--- src/rtl/alu_shift_pkg.sv ---
package alu_shift_pkg;

  // Output byte source chosen by the control decode
  typedef enum logic [2:0] {
    RS_SUM  = 3'd0,
    RS_AND  = 3'd1,
    RS_OR   = 3'd2,
    RS_XOR  = 3'd3,
    RS_NOTY = 3'd4,
    RS_NOTX = 3'd5,
    RS_ONES = 3'd6,
    RS_ZERO = 3'd7
  } resSelE;

  // Second adder operand
  typedef enum logic [1:0] {
    B_ZERO = 2'd0,
    B_Y    = 2'd1,
    B_NOTX = 2'd2
  } bSelE;

  // Strobes from control to datapath
  typedef struct packed {
    logic       aIsY;
    bSelE       bSel;
    logic       cin;
    logic       arith;
    logic       andLhsY;
    logic       andRhsOne;
    resSelE     resSel;
    logic [1:0] lMode;
    logic       shl;
    logic       shr;
    logic       ldFlags;
  } aluStrobesT;

endpackage

--- src/rtl/alu_shift_ctrl.sv ---
module alu_shift_ctrl
  import alu_shift_pkg::*;
(
  input  logic [3:0] aluOp,
  input  logic [1:0] lCtrl,
  input  logic [1:0] shiftCtrl,
  input  logic       loadFlags,
  output aluStrobesT strobes
);

  always_comb begin
    strobes           = '0;
    strobes.bSel      = B_ZERO;
    strobes.resSel    = RS_SUM;
    strobes.lMode     = lCtrl;
    strobes.shr       = (shiftCtrl == 2'b01);
    strobes.shl       = (shiftCtrl == 2'b10);
    strobes.ldFlags   = loadFlags;
    unique case (aluOp)
      4'd0:  ;                                             // pass X via adder
      4'd1:  strobes.aIsY = 1'b1;                          // pass Y via adder
      4'd2:  begin strobes.bSel = B_Y; strobes.arith = 1'b1; end
      4'd3:  begin strobes.bSel = B_Y; strobes.cin = 1'b1; strobes.arith = 1'b1; end
      4'd4:  strobes.resSel = RS_AND;
      4'd5:  strobes.resSel = RS_OR;
      4'd6:  strobes.resSel = RS_XOR;
      4'd7:  strobes.resSel = RS_NOTY;
      4'd8:  begin strobes.cin = 1'b1; strobes.arith = 1'b1; end
      4'd9:  begin strobes.aIsY = 1'b1; strobes.cin = 1'b1; strobes.arith = 1'b1; end
      4'd10: begin strobes.resSel = RS_AND; strobes.andRhsOne = 1'b1; end
      4'd11: begin strobes.resSel = RS_AND; strobes.andLhsY = 1'b1; strobes.andRhsOne = 1'b1; end
      4'd12: begin
        strobes.aIsY  = 1'b1;
        strobes.bSel  = B_NOTX;
        strobes.cin   = 1'b1;
        strobes.arith = 1'b1;
      end
      4'd13: strobes.resSel = RS_NOTX;
      4'd14: strobes.resSel = RS_ONES;
      default: strobes.resSel = RS_ZERO;
    endcase
  end

endmodule

--- src/rtl/alu_shift_datapath.sv ---
module alu_shift_datapath
  import alu_shift_pkg::*;
#(
  parameter int W       = 8,
  parameter int CONST_W = 5
) (
  input  logic               clk,
  input  logic               rstN,
  input  logic [W-1:0]       xIn,
  input  logic [CONST_W-1:0] constIn,
  input  logic               useConst,
  input  logic [W-1:0]       yIn,
  input  aluStrobesT         strobes,
  output logic [W-1:0]       result,
  output logic               nFlag,
  output logic               zFlag,
  output logic               vFlag,
  output logic               cFlag,
  output logic [W-1:0]       flagsReg,
  output logic               lBit
);

  localparam int PAD_W = W - CONST_W;
  localparam int HI_W  = W - 4;

  logic [W-1:0] xOp, aOp, bOp, andL, andR, aluRes, shifted;
  logic [W:0]   sumFull;
  logic         addV, aluC, aluV, lNext, cOut, lReg;

  assign xOp = useConst ? {{PAD_W{1'b0}}, constIn} : xIn;

  // Single adder shared by all add and pass operations
  always_comb begin
    aOp = strobes.aIsY ? yIn : xOp;
    unique case (strobes.bSel)
      B_Y:     bOp = yIn;
      B_NOTX:  bOp = ~xOp;
      default: bOp = '0;
    endcase
  end

  assign sumFull = {1'b0, aOp} + {1'b0, bOp} + {{W{1'b0}}, strobes.cin};
  assign addV    = (aOp[W-1] == bOp[W-1]) && (sumFull[W-1] != aOp[W-1]);
  assign andL    = strobes.andLhsY ? yIn : xOp;
  assign andR    = strobes.andRhsOne ? {{(W-1){1'b0}}, 1'b1} : yIn;

  always_comb begin
    unique case (strobes.resSel)
      RS_SUM:  aluRes = sumFull[W-1:0];
      RS_AND:  aluRes = andL & andR;
      RS_OR:   aluRes = xOp | yIn;
      RS_XOR:  aluRes = xOp ^ yIn;
      RS_NOTY: aluRes = ~yIn;
      RS_NOTX: aluRes = ~xOp;
      RS_ONES: aluRes = '1;
      default: aluRes = '0;
    endcase
  end

  assign aluC = strobes.arith & sumFull[W];
  assign aluV = strobes.arith & addV;

  // Link value for this cycle
  always_comb begin
    unique case (strobes.lMode)
      2'd0:    lNext = lReg;
      2'd1:    lNext = 1'b0;
      2'd2:    lNext = 1'b1;
      default: lNext = aluC;
    endcase
  end

  // Output shifter
  always_comb begin
    if (strobes.shl) begin
      shifted = {aluRes[W-2:0], lNext};
      cOut    = aluRes[W-1];
    end else if (strobes.shr) begin
      shifted = {lNext, aluRes[W-1:1]};
      cOut    = aluRes[0];
    end else begin
      shifted = aluRes;
      cOut    = aluC;
    end
  end

  assign result = shifted;
  assign nFlag  = shifted[W-1];
  assign zFlag  = ~|shifted;
  assign vFlag  = aluV;
  assign cFlag  = cOut;
  assign lBit   = lReg;

  always_ff @(posedge clk or negedge rstN) begin
    if (!rstN) begin
      lReg     <= 1'b0;
      flagsReg <= '0;
    end else begin
      lReg <= lNext;
      if (strobes.ldFlags) flagsReg <= {{HI_W{1'b0}}, nFlag, zFlag, vFlag, cFlag};
    end
  end

endmodule

--- src/rtl/alu_shift_unit.sv ---
module alu_shift_unit
  import alu_shift_pkg::*;
#(
  parameter int W       = 8,
  parameter int CONST_W = 5
) (
  input  logic               clk,
  input  logic               rstN,
  input  logic [W-1:0]       xIn,
  input  logic [CONST_W-1:0] constIn,
  input  logic               useConst,
  input  logic [W-1:0]       yIn,
  input  logic [3:0]         aluOp,
  input  logic [1:0]         lCtrl,
  input  logic [1:0]         shiftCtrl,
  input  logic               loadFlags,
  output logic [W-1:0]       result,
  output logic               nFlag,
  output logic               zFlag,
  output logic               vFlag,
  output logic               cFlag,
  output logic [W-1:0]       flagsReg,
  output logic               lBit
);

  aluStrobesT strobes;

  alu_shift_ctrl u_ctrl (
    .aluOp(aluOp), .lCtrl(lCtrl), .shiftCtrl(shiftCtrl),
    .loadFlags(loadFlags), .strobes(strobes)
  );

  alu_shift_datapath #(.W(W), .CONST_W(CONST_W)) u_dp (
    .clk(clk), .rstN(rstN), .xIn(xIn), .constIn(constIn), .useConst(useConst),
    .yIn(yIn), .strobes(strobes), .result(result), .nFlag(nFlag), .zFlag(zFlag),
    .vFlag(vFlag), .cFlag(cFlag), .flagsReg(flagsReg), .lBit(lBit)
  );

endmodule

--- config.mk ---
export PLATFORM = sky130hd
export DESIGN_NAME = alu_shift_unit
export DESIGN_NICKNAME = d
export VERILOG_FILES = /design/src/rtl/alu_shift_pkg.sv /design/src/rtl/alu_shift_ctrl.sv /design/src/rtl/alu_shift_datapath.sv /design/src/rtl/alu_shift_unit.sv
export SDC_FILE = /design/constraint.sdc
export NUM_CORES = 1
export LEC_CHECK = 0
export BUFFER_PORTS_ARGS = -buffer_cell sky130_fd_sc_hd__buf_2
export CAP_MARGIN = 20
export CORE_AREA = 2 2 65 98
export CTS_BUF_LIST = sky130_fd_sc_hd__clkbuf_4 sky130_fd_sc_hd__clkbuf_8
export CTS_CLUSTER_DIAMETER = 50
export DETAILED_ROUTE_END_ITERATION = 8
export DIE_AREA = 0 0 67 100
export SLEW_MARGIN = 25
export SYNTH_ARGS = -nofsm -noshare
export SYNTH_HDL_FRONTEND = slang
export SYNTH_SLANG_ARGS = --single-unit
--- constraint.sdc ---
create_clock -name clk -period 21.4 [get_ports clk]
set_input_delay 6.42 -clock clk [delete_from_list [all_inputs] [get_ports clk]]
set_output_delay 6.42 -clock clk [all_outputs]
set_load 0.03 [all_outputs]
==> flow_results.xml <==
<?xml version="1.0" encoding="UTF-8"?>
<metrics>
  <group name="worst_setup_path">
    <metric name="worstSetupStartpointType" unit="">primary input</metric>
    <metric name="timing.critical_path.slowest_stage_cell" unit="">fa_1</metric>
    <metric name="critical_path_class" unit="">in2out</metric>
    <metric name="worst-path-max-fanout" unit="">21</metric>
    <metric name="crit_required" unit="ns">14.98</metric>
    <metric name="worst_path_largest_cell_delay" unit="ns">0.46</metric>
    <metric name="critPathBufInv" unit="">2</metric>
    <metric name="critical_path_arrival" unit="ns">10.70</metric>
    <metric name="critical_path.cell_chain" unit="">buf_2, nor3b_1, ha_1, a22oi_1, or2_2, fa_1, fa_1, nand2b_1, a21oi_1, o32ai_1, nor4_2, o2111ai_1, a211oi_2, buf_2</metric>
    <metric name="cp_top_family" unit="">adder cells</metric>
    <metric name="critPathCaptureType" unit="">output pin</metric>
  </group>
  <group name="timing">
    <metric name="timing.final.hold_violations" unit="">0</metric>
    <metric name="worst_pin_slew" unit="ns">0.654</metric>
    <metric name="share_of_the_cycle_needed_by_the_critical_path_after_routing" unit="%">80.0</metric>
    <metric name="final-setup-viol-count" unit="">0</metric>
    <metric name="setup_tns" unit="ns">0</metric>
    <metric name="max_slew_headroom_at_the_worst_pin" unit="%">55.3</metric>
    <metric name="min_period" unit="ns">17.12</metric>
    <metric name="hold_ws" unit="ns">0.496</metric>
    <metric name="fin_skew" unit="ns">0.00125</metric>
    <metric name="drv_slew" unit="">0</metric>
    <metric name="max_clock_freq" unit="MHz">58.4</metric>
    <metric name="rsz0062_at_grt" unit="">no</metric>
  </group>
  <group name="placed_design">
    <metric name="placedInstanceArea" unit="mm²">0.00227</metric>
    <metric name="dpl.hpwl" unit="µm">5060</metric>
    <metric name="port_buffers" unit="">49</metric>
    <metric name="place.gp.congestion" unit="">0.972</metric>
  </group>
  <group name="die">
    <metric name="rows" unit="">35</metric>
    <metric name="fp.coreArea" unit="mm²">0.00596</metric>
    <metric name="design.portCount" unit="">54</metric>
    <metric name="floorplan.die.height" unit="µm">100</metric>
    <metric name="floorplan.die.width" unit="µm">67</metric>
    <metric name="dieArea" unit="mm²">0.00670</metric>
    <metric name="start_util" unit="%">34.6</metric>
  </group>
  <group name="synthesis">
    <metric name="synthCells" unit="">283</metric>
    <metric name="synth_seq_area_share" unit="%">6.08</metric>
    <metric name="ys_warn_count" unit="">0</metric>
    <metric name="area_share_of_the_largest_cell_type_after_synthesis" unit="%">10.3</metric>
    <metric name="ys_top_cells_by_area" unit="">ha_1 10%, mux2i_1 6.8%, dfrtp_1 6.1%</metric>
    <metric name="synth_ff_type" unit="">dfrtp_1</metric>
    <metric name="postSynthAreaPerCell" unit="µm²">7.27</metric>
    <metric name="synth_enable_flop_cells" unit="">0</metric>
    <metric name="synthDistinctLibCells" unit="">65</metric>
    <metric name="postSynthRegisterBits" unit="">5</metric>
    <metric name="synth_area" unit="mm²">0.00206</metric>
    <metric name="asyncSetResetFlopFracSynth" unit="%">100</metric>
    <metric name="synth_area_leader_cell" unit="">ha_1</metric>
  </group>
  <group name="cts">
    <metric name="cts_resized" unit="">0</metric>
    <metric name="holdBufCountCts" unit="">0</metric>
    <metric name="root_buffer" unit="">clkbuf_8</metric>
    <metric name="cts_post_setup_buffers_inserted" unit="">0</metric>
    <metric name="tritoncts" unit="">built</metric>
    <metric name="cts.reportedPaths.clkPinSlew" unit="ns">0.03</metric>
    <metric name="max-clock-path-buffers" unit="">2</metric>
    <metric name="cts.sinks" unit="">5</metric>
    <metric name="tritoncts.num_buffers" unit="">3</metric>
    <metric name="clk-insertion-delay-late" unit="ns">0.22</metric>
    <metric name="ctsHtreeMaxLevel" unit="">1</metric>
  </group>
  <group name="global_route">
    <metric name="groute.usage.overall" unit="%">18.7</metric>
    <metric name="grt_antenna_before_repair" unit="">0</metric>
    <metric name="grt_first_pass_wirelength" unit="µm">9850</metric>
    <metric name="grt_overflow_total" unit="">0</metric>
    <metric name="grt_pass1_vias" unit="">2090</metric>
    <metric name="maximum_number_of_pins_on_one_net_before_global_route_repair" unit="">28</metric>
  </group>
  <group name="power">
    <metric name="seq_power_share" unit="%">12.3</metric>
    <metric name="comb_power_share" unit="%">66.7</metric>
    <metric name="cellInternalPower" unit="µW">45.7</metric>
    <metric name="worst_ir_drop_vdd" unit="mV">0.0151</metric>
    <metric name="switching_share" unit="%">48.3</metric>
    <metric name="net-switching-power" unit="µW">42.6</metric>
    <metric name="clkPwrFrac" unit="%">21.0</metric>
    <metric name="power-per-cell-area" unit="mW/mm²">38.0</metric>
    <metric name="power.static_leakage" unit="nW">1.05</metric>
    <metric name="overall_power_consumption" unit="µW">88.3</metric>
  </group>
  <group name="route">
    <metric name="dr_total_vias" unit="">2232</metric>
    <metric name="vias_per_cell" unit="">5.69</metric>
    <metric name="drtAntennaViolNets" unit="">0</metric>
    <metric name="drcViolationCount" unit="">0</metric>
    <metric name="finalWirelength" unit="µm">6110</metric>
    <metric name="drt_iter0_markers" unit="">78</metric>
    <metric name="firstDrtPassIters" unit="">4</metric>
    <metric name="detailed_route_wire_length_per_cell" unit="µm">15.6</metric>
  </group>
  <group name="layout">
    <metric name="final_layout_size_suffix_gt1_share" unit="%">25.2</metric>
    <metric name="diodes" unit="">0</metric>
    <metric name="fillCellCount" unit="">677</metric>
    <metric name="final_area" unit="mm²">0.00232</metric>
    <metric name="finalNetCount" unit="">371</metric>
    <metric name="final_util" unit="%">39.0</metric>
    <metric name="area_delta_synth_final" unit="%">12.8</metric>
  </group>
  <group name="flow_run">
    <metric name="timing.max_cap.violations" unit="">0</metric>
  </group>
  <group name="run_status">
    <metric name="run_status" unit="">complete, no violations</metric>
  </group>
  <group name="worst_hold_path">
    <metric name="worst_hold_path_type" unit="">reg2reg</metric>
  </group>
</metrics>
-- stage by stage --
stage / instances / worst slack [ns]
after detailed placement: 388 / 4.31
final: 392 / 4.28
after floorplan: 286 / 4.57
after CTS: 392 / 4.28
after global placement: 388 / 4.38
after global routing: 392 / 3.98
-- cells in the final DEF, fill, tap and decap left out, drive strengths merged, types with 3 or more instances in the layout --
| cell type | instances |
|---|---|
| conb | 4 |
| mux2i | 15 |
| o211ai | 3 |
| clkbuf | 4 |
| nand2 | 19 |
| nor4 | 4 |
| a21oi | 18 |
| o21a | 4 |
| buf | 50 |
| o311ai | 3 |
| o2111ai | 3 |
| o21ai | 12 |
| nand2b | 15 |
| inv | 22 |
| ha | 17 |
| a31oi | 4 |
| o22a | 3 |
| dfrtp | 5 |
| nand3 | 4 |
| mux2 | 9 |
| o31a | 3 |
| and3 | 3 |
| nor2 | 28 |
| or3 | 5 |
| a22oi | 7 |
| nor3 | 5 |
| o221ai | 4 |
| o22ai | 4 |
| a211oi | 3 |
| or2 | 8 |
-- registers in the layout, indices dropped and copies added, names as in the netlist --
register / count
u_dp.lBit: 1
u_dp.flagsReg: 4
-- cell usage after synthesis (6+ instances only) --
master / count
clkbuf_1: 6
o21ai_0: 12
nor2_1: 27
mux2_2: 8
a21oi_1: 18
ha_1: 17
inv_1: 21
a22oi_1: 7
nand2b_1: 15
nand2_1: 19
or2_2: 7
buf_4: 8
mux2i_1: 14
-- worst paths after layout --
path,from,end,slack [ns],depth (start not counted)
worst min register to register,u_dp.flagsReg[3]$_DFFE_PN0P_,u_dp.flagsReg[3]$_DFFE_PN0P_,0.50,1
max in group asynchronous,rstN,u_dp.flagsReg[1]$_DFFE_PN0P_,15.27,1
worst max register to register,u_dp.lBit$_DFF_PN0_,u_dp.flagsReg[2]$_DFFE_PN0P_,19.64,6
worst min-delay path,u_dp.flagsReg[3]$_DFFE_PN0P_,u_dp.flagsReg[3]$_DFFE_PN0P_,0.50,1
min in group asynchronous,rstN,u_dp.flagsReg[3]$_DFFE_PN0P_,6.00,1
worst max-delay path,aluOp[1],zFlag,4.28,14
-- layer usage --
metal | global-route usage, % | up-vias | share of wire [%]
li1 | - | 1101 | -
met4 | 10.2 | 0 | 5.1
met3 | 1.12 | 18 | 4.5
met5 | 0 | - | 0
met2 | 34.2 | 80 | 51
met1 | 20.8 | 1033 | 39
-- cells by family (layout without fill, tap and decap cells) --
| family | Yosys count | in the layout | share of synthesized area, % |
|---|---|---|---|
| xor gates and xnor gates | 1 | 1 | 0.426 |
| adders and majority gates | 19 | 19 | 12.3 |
| buffers and inverters | 46 | 78 | 11.2 |
| DFF | 5 | 5 | 6.08 |
| and+or+nand+nor | 100 | 100 | 25.4 |
| AOI/OAI and AO/OA | 87 | 87 | 31.8 |
| muxes | 24 | 24 | 12.6 |
| other | 1 | 4 | 0.182 |
-- power groups by stage --
stage	clock network (mW)	logic (mW)	registers (mW)
6_report	0.0186	0.0589	0.0108
5_1_grt	0.0196	0.0650	0.0109
4_1_cts	0.0189	0.0591	0.0108
3_5_place_dp	0	0.0589	0.0110
3_3_place_gp	0	0.0587	0.0109
2_1_floorplan	0	0.0426	0.0129
-- layout make-up --
class / instances / area, µm² / share of cell area [%]
Clock buffer: 4 / 48.8 / 2.10
Inverter: 24 / 90.1 / 3.88
Multi-Input combinational cell: 235 / 1710 / 73.8
Sequential cell: 5 / 125 / 5.39
Tap cell: 74 / 92.6 / 3.99
Timing Repair Buffer: 50 / 253 / 10.9
-- worst reg2reg max path: stages, from the launching register on --
cell and delay [ns]:
dfrtp_1 0.36, a21oi_1 0.15, a21oi_1 0.10, or2_2 0.31, or3_1 0.33, a211oi_2 0.24
mux2_2 0.20
Power figures use the tool's default switching activity.
